**config.mk**
```make
export PLATFORM = sky130hd
export DESIGN_NAME = vuop_expander
export DESIGN_NICKNAME = d
export VERILOG_FILES = /design/src/rtl/vuop_pkg.sv /design/src/rtl/vuop_fmt_sel.sv /design/src/rtl/vuop_seq.sv /design/src/rtl/vuop_emit.sv /design/src/rtl/vuop_expander.sv
export SDC_FILE = /design/constraint.sdc
export NUM_CORES = 1
export LEC_CHECK = 0
export BUFFER_PORTS_ARGS = -buffer_cell sky130_fd_sc_hd__buf_2
export CAP_MARGIN = 20
export CORE_MARGIN = 3
export CORE_UTILIZATION = 47
export CTS_CLUSTER_SIZE = 8
export DETAILED_ROUTE_END_ITERATION = 10
export PLACE_DENSITY = 0.89
export REMOVE_ABC_BUFFERS = 1
export SYNTH_ARGS = -nofsm -noshare
export SYNTH_HDL_FRONTEND = slang
export SYNTH_SLANG_ARGS = --single-unit
```
**constraint.sdc**
```tcl
create_clock -name clk -period 4.3 [get_ports clk]
set_input_delay 0 -clock clk [delete_from_list [all_inputs] [get_ports clk]]
set_output_delay 0 -clock clk [all_outputs]
set_load 0.005 [all_outputs]
```
**src/rtl/vuop_pkg.sv**
```systemverilog
package vuop_pkg;
  localparam int unsigned VU_NUM_FMT       = 8;
  localparam int unsigned VU_LEN_W         = 7;
  localparam int unsigned VU_LANE_W        = 3;
  localparam int unsigned VU_BYTES_PER_REG = 8;
  localparam int unsigned VU_MAX_REGS      = 8;
  localparam int unsigned VU_REG_W         = 6;
  localparam int unsigned VU_OP_W          = 8;

  typedef enum logic [2:0] {
    LANE_B1  = 3'd0,
    LANE_B2  = 3'd1,
    LANE_B4  = 3'd2,
    LANE_B8  = 3'd3,
    LANE_B16 = 3'd4
  } lane_code_e;

  localparam int unsigned VU_LANE_MAX_LEGAL = 4;
endpackage

```
**src/rtl/vuop_fmt_sel.sv**
```systemverilog
module vuop_fmt_sel #(
  parameter int unsigned NUM_FMT       = vuop_pkg::VU_NUM_FMT,
  parameter int unsigned LEN_W         = vuop_pkg::VU_LEN_W,
  parameter int unsigned LANE_W        = vuop_pkg::VU_LANE_W,
  parameter int unsigned BYTES_PER_REG = vuop_pkg::VU_BYTES_PER_REG,
  parameter int unsigned MAX_REGS      = vuop_pkg::VU_MAX_REGS,
  localparam int unsigned FMT_W        = $clog2(NUM_FMT),
  localparam int unsigned NCNT_W       = $clog2(MAX_REGS + 1)
) (
  input  logic [NUM_FMT*LEN_W-1:0]  len_reg_i,
  input  logic [NUM_FMT*LANE_W-1:0] lane_reg_i,
  input  logic [FMT_W-1:0]          fmt_i,
  output logic [LEN_W-1:0]          sel_len_o,
  output logic [LANE_W-1:0]         sel_lane_o,
  output logic [NCNT_W-1:0]         nregs_o,
  output logic                      cfg_bad_o
);
  localparam int unsigned MAX_LEN = BYTES_PER_REG * MAX_REGS;

  // registers spanned by a byte length, rounded up
  function automatic logic [NCNT_W-1:0] regs_needed(input logic [LEN_W-1:0] len);
    int unsigned n;
    n = (32'(len) + BYTES_PER_REG - 1) / BYTES_PER_REG;
    return NCNT_W'(n);
  endfunction

  function automatic logic lane_legal(input logic [LANE_W-1:0] code);
    return 32'(code) <= vuop_pkg::VU_LANE_MAX_LEGAL;
  endfunction

  logic [LEN_W-1:0]  len_f  [NUM_FMT];
  logic [LANE_W-1:0] lane_f [NUM_FMT];

  for (genvar g = 0; g < NUM_FMT; g++) begin : g_field
    assign len_f[g]  = len_reg_i[g*LEN_W +: LEN_W];
    assign lane_f[g] = lane_reg_i[g*LANE_W +: LANE_W];
  end

  assign sel_len_o  = len_f[fmt_i];
  assign sel_lane_o = lane_f[fmt_i];
  assign nregs_o    = regs_needed(sel_len_o);
  assign cfg_bad_o  = !lane_legal(sel_lane_o) || (32'(sel_len_o) > MAX_LEN);
endmodule

```
**src/rtl/vuop_seq.sv**
```systemverilog
module vuop_seq #(
  parameter int unsigned LEN_W    = vuop_pkg::VU_LEN_W,
  parameter int unsigned LANE_W   = vuop_pkg::VU_LANE_W,
  parameter int unsigned MAX_REGS = vuop_pkg::VU_MAX_REGS,
  parameter int unsigned REG_W    = vuop_pkg::VU_REG_W,
  parameter int unsigned OP_W     = vuop_pkg::VU_OP_W,
  localparam int unsigned NCNT_W  = $clog2(MAX_REGS + 1),
  localparam int unsigned IDX_W   = $clog2(MAX_REGS)
) (
  input  logic              clk,
  input  logic              rst,
  input  logic              in_valid_i,
  output logic              in_ready_o,
  input  logic              cfg_bad_i,
  input  logic [NCNT_W-1:0] nregs_i,
  input  logic [LEN_W-1:0]  len_i,
  input  logic [LANE_W-1:0] lane_i,
  input  logic [OP_W-1:0]   op_i,
  input  logic [REG_W-1:0]  src_i,
  input  logic [REG_W-1:0]  dst_i,
  input  logic              uop_ready_i,
  output logic              busy_o,
  output logic [IDX_W-1:0]  idx_o,
  output logic [NCNT_W-1:0] nregs_q_o,
  output logic [LEN_W-1:0]  len_q_o,
  output logic [LANE_W-1:0] lane_q_o,
  output logic [OP_W-1:0]   op_q_o,
  output logic [REG_W-1:0]  src_q_o,
  output logic [REG_W-1:0]  dst_q_o,
  output logic              exc_o
);
  logic              busy_q, exc_q;
  logic [IDX_W-1:0]  idx_q;
  logic [NCNT_W-1:0] nregs_q;
  logic [LEN_W-1:0]  len_q;
  logic [LANE_W-1:0] lane_q;
  logic [OP_W-1:0]   op_q;
  logic [REG_W-1:0]  src_q, dst_q;

  // named events
  logic acc_evt, fire_evt, fin_evt, start_evt;
  assign acc_evt   = in_valid_i && !busy_q;
  assign start_evt = acc_evt && !cfg_bad_i && (nregs_i != '0);
  assign fire_evt  = busy_q && uop_ready_i;
  assign fin_evt   = fire_evt && (NCNT_W'(idx_q) == nregs_q - NCNT_W'(1));

  always_ff @(posedge clk) begin
    if (rst) begin
      busy_q  <= 1'b0;
      exc_q   <= 1'b0;
      idx_q   <= '0;
      nregs_q <= '0;
      len_q   <= '0;
      lane_q  <= '0;
      op_q    <= '0;
      src_q   <= '0;
      dst_q   <= '0;
    end else begin
      exc_q <= acc_evt && cfg_bad_i;
      if (acc_evt) begin
        nregs_q <= nregs_i;
        len_q   <= len_i;
        lane_q  <= lane_i;
        op_q    <= op_i;
        src_q   <= src_i;
        dst_q   <= dst_i;
        idx_q   <= '0;
        busy_q  <= start_evt;
      end else if (fin_evt) begin
        busy_q <= 1'b0;
      end else if (fire_evt) begin
        idx_q <= idx_q + IDX_W'(1);
      end
    end
  end

  assign in_ready_o = !busy_q;
  assign busy_o     = busy_q;
  assign idx_o      = idx_q;
  assign nregs_q_o  = nregs_q;
  assign len_q_o    = len_q;
  assign lane_q_o   = lane_q;
  assign op_q_o     = op_q;
  assign src_q_o    = src_q;
  assign dst_q_o    = dst_q;
  assign exc_o      = exc_q;

  AST_IDX_IN_RANGE: assert property (@(posedge clk) disable iff (rst)
    busy_q |-> (NCNT_W'(idx_q) < nregs_q));
  AST_SNAPSHOT_HELD: assert property (@(posedge clk) disable iff (rst)
    busy_q && !fin_evt |=> busy_q && $stable(nregs_q) && $stable(len_q) && $stable(lane_q));
  AST_EXC_QUIET: assert property (@(posedge clk) disable iff (rst)
    exc_q |-> !busy_q);
  AST_STALL_IDX: assert property (@(posedge clk) disable iff (rst)
    busy_q && !uop_ready_i |=> busy_q && $stable(idx_q));
endmodule

```
**src/rtl/vuop_emit.sv**
```systemverilog
module vuop_emit #(
  parameter int unsigned LEN_W         = vuop_pkg::VU_LEN_W,
  parameter int unsigned BYTES_PER_REG = vuop_pkg::VU_BYTES_PER_REG,
  parameter int unsigned MAX_REGS      = vuop_pkg::VU_MAX_REGS,
  parameter int unsigned REG_W         = vuop_pkg::VU_REG_W,
  localparam int unsigned NCNT_W       = $clog2(MAX_REGS + 1),
  localparam int unsigned IDX_W        = $clog2(MAX_REGS)
) (
  input  logic [IDX_W-1:0]         idx_i,
  input  logic [NCNT_W-1:0]        nregs_i,
  input  logic [LEN_W-1:0]         len_i,
  input  logic [REG_W-1:0]         src_i,
  input  logic [REG_W-1:0]         dst_i,
  output logic [REG_W-1:0]         src_o,
  output logic [REG_W-1:0]         dst_o,
  output logic                     last_o,
  output logic [BYTES_PER_REG-1:0] byte_en_o
);
  // enables for the final register: low (len mod width) bytes, or all
  function automatic logic [BYTES_PER_REG-1:0] tail_mask(input logic [LEN_W-1:0] len);
    int unsigned rem;
    logic [BYTES_PER_REG-1:0] m;
    rem = 32'(len) % BYTES_PER_REG;
    m = '1;
    if (rem != 0) m = BYTES_PER_REG'((1 << rem) - 1);
    return m;
  endfunction

  assign src_o     = src_i + REG_W'(idx_i);
  assign dst_o     = dst_i + REG_W'(idx_i);
  assign last_o    = (NCNT_W'(idx_i) == nregs_i - NCNT_W'(1));
  assign byte_en_o = last_o ? tail_mask(len_i) : '1;
endmodule

```
**src/rtl/vuop_expander.sv**
```systemverilog
module vuop_expander #(
  parameter int unsigned NUM_FMT       = vuop_pkg::VU_NUM_FMT,
  parameter int unsigned LEN_W         = vuop_pkg::VU_LEN_W,
  parameter int unsigned LANE_W        = vuop_pkg::VU_LANE_W,
  parameter int unsigned BYTES_PER_REG = vuop_pkg::VU_BYTES_PER_REG,
  parameter int unsigned MAX_REGS      = vuop_pkg::VU_MAX_REGS,
  parameter int unsigned REG_W         = vuop_pkg::VU_REG_W,
  parameter int unsigned OP_W          = vuop_pkg::VU_OP_W,
  localparam int unsigned FMT_W        = $clog2(NUM_FMT),
  localparam int unsigned IDX_W        = $clog2(MAX_REGS)
) (
  input  logic                      clk,
  input  logic                      rst,
  input  logic [NUM_FMT*LEN_W-1:0]  cfg_len_i,
  input  logic [NUM_FMT*LANE_W-1:0] cfg_lane_i,
  input  logic                      in_valid_i,
  output logic                      in_ready_o,
  input  logic [OP_W-1:0]           in_opcode_i,
  input  logic [FMT_W-1:0]          in_fmt_i,
  input  logic [REG_W-1:0]          in_src_i,
  input  logic [REG_W-1:0]          in_dst_i,
  output logic                      uop_valid_o,
  input  logic                      uop_ready_i,
  output logic [OP_W-1:0]           uop_opcode_o,
  output logic [REG_W-1:0]          uop_src_o,
  output logic [REG_W-1:0]          uop_dst_o,
  output logic [LANE_W-1:0]         uop_lane_o,
  output logic [IDX_W-1:0]          uop_idx_o,
  output logic                      uop_last_o,
  output logic [BYTES_PER_REG-1:0]  uop_byte_en_o,
  output logic                      exc_o
);
  localparam int unsigned NCNT_W = $clog2(MAX_REGS + 1);

  logic [LEN_W-1:0]  sel_len, len_q;
  logic [LANE_W-1:0] sel_lane, lane_q;
  logic [NCNT_W-1:0] sel_nregs, nregs_q;
  logic              cfg_bad, busy;
  logic [IDX_W-1:0]  idx;
  logic [OP_W-1:0]   op_q;
  logic [REG_W-1:0]  src_q, dst_q;

  vuop_fmt_sel #(
    .NUM_FMT(NUM_FMT), .LEN_W(LEN_W), .LANE_W(LANE_W),
    .BYTES_PER_REG(BYTES_PER_REG), .MAX_REGS(MAX_REGS)
  ) u_sel (
    .len_reg_i(cfg_len_i), .lane_reg_i(cfg_lane_i), .fmt_i(in_fmt_i),
    .sel_len_o(sel_len), .sel_lane_o(sel_lane), .nregs_o(sel_nregs),
    .cfg_bad_o(cfg_bad)
  );

  vuop_seq #(
    .LEN_W(LEN_W), .LANE_W(LANE_W), .MAX_REGS(MAX_REGS),
    .REG_W(REG_W), .OP_W(OP_W)
  ) u_seq (
    .clk(clk), .rst(rst), .in_valid_i(in_valid_i), .in_ready_o(in_ready_o),
    .cfg_bad_i(cfg_bad), .nregs_i(sel_nregs), .len_i(sel_len), .lane_i(sel_lane),
    .op_i(in_opcode_i), .src_i(in_src_i), .dst_i(in_dst_i),
    .uop_ready_i(uop_ready_i), .busy_o(busy), .idx_o(idx), .nregs_q_o(nregs_q),
    .len_q_o(len_q), .lane_q_o(lane_q), .op_q_o(op_q), .src_q_o(src_q),
    .dst_q_o(dst_q), .exc_o(exc_o)
  );

  vuop_emit #(
    .LEN_W(LEN_W), .BYTES_PER_REG(BYTES_PER_REG), .MAX_REGS(MAX_REGS), .REG_W(REG_W)
  ) u_emit (
    .idx_i(idx), .nregs_i(nregs_q), .len_i(len_q), .src_i(src_q), .dst_i(dst_q),
    .src_o(uop_src_o), .dst_o(uop_dst_o), .last_o(uop_last_o),
    .byte_en_o(uop_byte_en_o)
  );

  assign uop_valid_o  = busy;
  assign uop_opcode_o = op_q;
  assign uop_lane_o   = lane_q;
  assign uop_idx_o    = idx;

  AST_SRC_STEP: assert property (@(posedge clk) disable iff (rst)
    uop_valid_o && uop_ready_i && !uop_last_o |=>
      uop_valid_o && (uop_src_o == $past(uop_src_o) + REG_W'(1)));
  AST_LAST_RELEASE: assert property (@(posedge clk) disable iff (rst)
    uop_valid_o && uop_ready_i && uop_last_o |=> in_ready_o && !uop_valid_o);
  AST_STALL_HOLD: assert property (@(posedge clk) disable iff (rst)
    uop_valid_o && !uop_ready_i |=> uop_valid_o && $stable(uop_src_o) &&
      $stable(uop_dst_o) && $stable(uop_byte_en_o) && $stable(uop_last_o));
  AST_FULL_MASK_EARLY: assert property (@(posedge clk) disable iff (rst)
    uop_valid_o && !uop_last_o |-> (&uop_byte_en_o));
  AST_EXC_NO_UOP: assert property (@(posedge clk) disable iff (rst)
    exc_o |-> !uop_valid_o);
endmodule

```
* After elaboration in Yosys (flattened, before gate mapping)
Cells that the tools add are included.
** Cells by class
- Reductions and logical operators :: 15
- Muxes and demuxes :: 10
- Bitwise gates (word level) :: 2
- Add/subtract/negate cells :: 7
- Shifts and indexed selects :: 1
- Order comparisons :: 3
- Eq/ne operators :: 1
** Operators by type and width (number)
- nonzero test 32 bit :: 1
- binary-select mux 7 bit (select 3 bit) :: 1
- two-way mux 8 bit :: 2
- two-way mux 7 bit :: 2
- adder 6 x 3 -> 6 bit :: 2
- binary-select mux 3 bit (select 3 bit) :: 1
- left shift 1 x 3 -> 8 bit (first input constant) :: 1
- subtractor 8 x 2 -> 8 bit (second input constant) :: 1
- adder 7 x 4 -> 7 bit (second input constant) :: 1
- greater-than comparator 7 bit (second input constant) :: 1
- subtractor 7 x 1 -> 7 bit (second input constant) :: 1
- logical AND 1 bit :: 6
- two-way mux 3 bit :: 2
- equality test 3 x 4 -> 1 bit :: 1
- >= comparator 4 bit (second input constant) :: 1
- NOT 3 -> 4 bit :: 1
- nonzero test 4 bit :: 1
- subtractor 4 x 1 -> 4 bit (second input constant) :: 1
- adder 3 x 1 -> 3 bit (second input constant) :: 1
- <= comparator 3 bit (second input constant) :: 1
- zero test 1 bit :: 3
- two-way mux 1 bit :: 2
- AND reduction 2 bit :: 1
- nonzero test 2 bit :: 1
- other kinds (3) :: 3
** Storage, ports and cells
- Output and inout bits :: 38
- Bits of input ports :: 107
- Register bits :: 35

* Depth between registers and ports, before layout
- Depth after elaboration :: 11
- Depth in mapped cells :: 8
- Mapped depth without buffers :: 7

* Hierarchy
Synthesis repeated with hierarchy kept, for this count alone.
** Second synthesis, totals
- Cells, all modules :: 305
- Area, all modules :: 2742.6 µm²
** By module, submodules not included
- vuop_seq :: cells each 186, times used 1, area each 1503.9 µm², seq. area each 780.7 µm²
- vuop_fmt_sel :: cells each 53, times used 1, area each 737.0 µm², seq. area each 0.0 µm²
- vuop_emit :: cells each 66, times used 1, area each 501.7 µm², seq. area each 0.0 µm²

* Worst setup path before layout
Ideal clock, no wire load.
- Path kind :: register to register
- Start :: register u_seq.nregs_q[0] (netlist: u_seq.nregs_q_o[0])
- End :: register u_seq.idx_q[1] (netlist: u_seq.idx_o[1])
- Stages on the path, launching flop included :: 9
- Path buffers :: 1
- Period minus slack after synthesis :: 2.114 ns
- Setup slack :: 2.186 ns
- Arrival :: 1.985 ns
- Setup time :: 0.129 ns
- Cells stage by stage :: dfxtp_1 > inv_1 > ha_1 > xnor2_1 > mux2_1 > a2111oi_2 > buf_2 > nand3b_1 > a21oi_1
** On the way
- Word-level cells in the longest chain between the ends :: 5
** Ends and longest elaborated chain
- from (decl) :: RTL line vuop_seq.sv:34 : logic [NCNT_W-1:0] nregs_q;
- from (signal assigned) :: RTL line vuop_seq.sv:61 : nregs_q <= nregs_i;
- subtractor 4 x 1 -> 4 bit
- equality test 3 x 4 -> 1 bit
- net uop_last_o :: RTL line vuop_expander.sv:29 : output logic uop_last_o,
- logical AND 1 bit :: RTL line vuop_seq.sv:45 : assign fin_evt = fire_evt && (NCNT_W'(idx_q) == nregs_q - NCNT_W'(1));
- NOT 1 bit (no line)
- AND reduction 2 bit (no line)
- to (signal assigned) :: RTL line vuop_seq.sv:72 : idx_q <= idx_q + IDX_W'(1);
- to (decl) :: RTL line vuop_seq.sv:33 : logic [IDX_W-1:0] idx_q;
The timed path passes the listed nets, and every way through them passes these cells.
A chain may end at the register's enable or synchronous reset.

* Final worst setup path
- Start :: register u_seq.nregs_q[0] (netlist: u_seq.nregs_q_o[0])
- End :: output port uop_byte_en_o[5]
** On the way
- Word-level cells in the longest chain between the ends :: 3
** Ends and longest elaborated chain
- subtractor 4 x 1 -> 4 bit :: RTL line vuop_emit.sv:31 : assign last_o = (NCNT_W'(idx_i) == nregs_i - NCNT_W'(1));
- equality test 3 x 4 -> 1 bit :: RTL line vuop_emit.sv:31
- two-way mux 8 bit :: RTL line vuop_emit.sv:32 : assign byte_en_o = last_o ? tail_mask(len_i) : '1;
- to (decl) :: RTL line vuop_expander.sv:30 : output logic [BYTES_PER_REG-1:0] uop_byte_en_o,
No other way between the ends.

==> results_dict.tcl <==
set metrics [dict create \
    synthToLayoutAreaGrowth_pct 46.5 \
    synth_top_family_by_area "multiplexers" \
    grt_use_total_pct 23.3 \
    rows 25 \
    synth_edf_count 0 \
    hold_violations 0 \
    leakage_nw 1.58 \
    fin_crit_ns 2.98 \
    first_iter_violations 130 \
    cts_tree "yes" \
    setup_viol_count_final 0 \
    crit_path_max_fanout 13 \
    p_total_mw 0.995 \
    seq_power_share_pct 37.6 \
    final_antenna_net_count 0 \
    grt_pass1_vias 2407 \
    synthAdderAreaFrac_pct 6.01 \
    synth_simple_gate_area_share_pct 9.28 \
    globalRouteOverflowTotal 0 \
    synth_xor_area_share_pct 5.26 \
    finalSetupTns_ns 0 \
    cts_buffers 5 \
    drt-wirelength-per-cell_um 15.5 \
    drive_above_1_share_pct 49.1 \
    tightest_slew_ns 1.08 \
    drt_wl_total_um 6840 \
    synthMuxAreaShare_pct 26.6 \
    pre_cts_ws_ns 1.63 \
    hold_path.class "in -> reg" \
    h-tree-depth 2 \
    antenna_found_initial 0 \
    powerDensity_nw_per_um2 291 \
    slew_viol_final 0 \
    crit_required_ns 4.30 \
    fin_skew_ns 0.00338 \
    cts.clk_slew.worst_paths_ns 0.07 \
    final.period_utilization_pct 69.2 \
    power.share.clock_pct 35.3 \
    p_switching_mw 0.261 \
    critical_path_class "reg -> out" \
    status "complete, no violations" \
    async_flop_share_pct 0 \
    postLayoutSetupSlackWorst_ns 1.32 \
    relSlewSlack_pct 27.8 \
    maxClockFrequency_mhz 336 \
    peakVddDrop_v 0.000161 \
    synth-warning-count 0 \
    synth_compound_area_share_pct 17.3 \
    cp-start-kind "flop" \
    dieArea_sq_um 5840 \
    combPwrFrac_pct 27.2 \
    switching_share_pct 26.2 \
    initial_core_util_pct 49.1 \
    place_hpwl_um 5300 \
    cts-root-buf "clkbuf_8" \
    globalplace.congestion 0.842 \
    yosysSeqAreaShare_pct 30.0 \
    final.fill_count 375 \
    vias 2353 \
    drtPass1Iterations 4 \
    rsz0062_at_grt "false" \
    coreArea_sq_um 4750 \
    clockBufferDepth 2 \
    ys_ff_latch 35 \
    intPower_mw 0.734 \
    io_buffers 143 \
    ys_types 45 \
    drt_drc_violations_left 0 \
    worstSetupEndpointType "primary output" \
    vias_per_cell 5.32 \
    avgSynthCellArea_sq_um 10.8 \
    nets 491 \
    grt_first_pass_wirelength_um 11000 \
    fin_util_pct 71.8 \
    diodes 0 \
    die_w_um 76.4 \
    syn-instance-count 215 \
    io-pin-count 145 \
    insertion_delay_ns 0.29 \
    arrival_ns 2.98 \
    maxCapViolations 0 \
    ys.flop_type "dfxtp_1" \
    grt_max_degree 25 \
    die_h_um 76.4 \
    clock-sinks 35 \
    synth.cell_area_sq_um 2330 \
]
per-stage QoR:
stage / hold slack [ns] / instances / instance area, sq um
CTS: 0.0167 / 441 / 3400
finish: 0.0155 / 442 / 3420
global placement: 0.200 / 413 / 3070
detailed placement: 0.214 / 413 / 3070
global route: 0.0517 / 442 / 3420
floorplan: 0.109 / 202 / 2260
registers in the layout (all words and copies together), names as in the netlist:
name             cells
u_seq.busy_o         1
u_seq.idx_o          3
u_seq.nregs_q_o      4
u_seq.exc_o          1
u_seq.lane_q_o       3
u_seq.len_q_o        3
u_seq.dst_q_o        6
u_seq.src_q_o        6
u_seq.op_q_o         8
area by class of cell:
| cell class | instances | area (sq um) | share of cell area (%) |
|---|---|---|---|
| Multi-Input combinational cell | 154 | 1510 | 44.2 |
| Timing Repair Buffer | 165 | 938 | 27.5 |
| Sequential cell | 35 | 701 | 20.5 |
| Tap cell | 67 | 83.8 | 2.45 |
| Clock buffer | 6 | 72.6 | 2.12 |
| Inverter | 13 | 48.8 | 1.43 |
| Clock inverter | 2 | 60.1 | 1.76 |
cell usage in the layout, fill, tap and decap left out, types with 5 or more instances in the layout:
cell type      synthesis  routed
nor2_1                 7       7
inv_1                 13      13
xor2_1                 5       5
xnor2_1                9       9
a21oi_1                7       6
nand2_1               14      14
buf_2                  3     143
dlygate4sd3_1          0      20
a21o_1                 6       6
mux4_2                20      20
clkbuf_8               0       5
ha_1                   8       8
nand3_1                6       6
o21ai_0               11      11
a22o_1                18      18
dfxtp_1               35      35
worst max-delay path, stage by stage, from the launching register on:
cell	delay (ns)
dfxtp_1	0.37
inv_1	0.09
ha_1	0.21
xnor2_1	0.21
mux2_1	0.36
a2111oi_2	0.98
nand2_1	0.16
a21o_1	0.20
buf_2	0.12
per-layer routing:
metal | wire [um] | up-vias | GRT usage (%)
met3 | 520 | 24 | 5.44
met4 | 235 | 0 | 11.1
met2 | 3710 | 116 | 43.8
li1 | - | 1126 | -
met5 | 0 | - | 0
met1 | 2370 | 1087 | 24.3
power groups by stage:
stage / logic (mW) / registers (mW) / clock network (mW)
floorplan: 0.146 / 0.377 / 0
global placement: 0.244 / 0.378 / 0
detailed placement: 0.252 / 0.380 / 0
CTS: 0.268 / 0.373 / 0.354
global route: 0.297 / 0.377 / 0.365
finish: 0.270 / 0.374 / 0.351
synthesized netlist by cell type (3+ instances only):
cell type	count	share of area (%)
xnor2_1	9	3.4
xor2_1	5	1.9
o21ai_0	11	2.4
a21o_1	6	1.9
o21ai_1	3	0.64
nor2_1	7	1.1
o22ai_1	3	0.80
mux2i_1	3	1.3
dfxtp_1	35	30
a21oi_1	7	1.5
mux2i_4	4	3.9
mux4_2	20	19
inv_1	13	2.1
buf_2	3	0.64
ha_1	8	4.3
nand3_1	6	1.3
nand2_1	14	2.3
clkbuf_1	6	0.97
a22o_1	18	6.8
cell families after synthesis:
family,after synthesis
compound gates,57
simple gates,41
flops,35
mux,31
buf+inv,26
xor+xnor,14
fa+ha+maj,10
other cells,1
worst paths after layout:
| path | to | cells after the start | start | slack (ns) |
|---|---|---|---|---|
| hold reg to reg | u_seq.lane_q_o[0] | 2 | u_seq.lane_q_o[0] | 0.45 |
| setup reg to reg | u_seq.idx_o[1] | 7 | u_seq.nregs_q_o[0] | 1.67 |
| setup / recovery | uop_byte_en_o[5] | 8 | u_seq.nregs_q_o[0] | 1.32 |
| hold / removal | u_seq.busy_o | 3 | uop_ready_i | 0.02 |
repair_timing:
item / 4_1_cts / 5_1_grt
gates resized for setup: 0 / 0
endpoints found under the hold margin: 20 / 0
setup buffers: 0 / 0
hold buffers: 20 / 0
(Power assumes the default switching activity.)
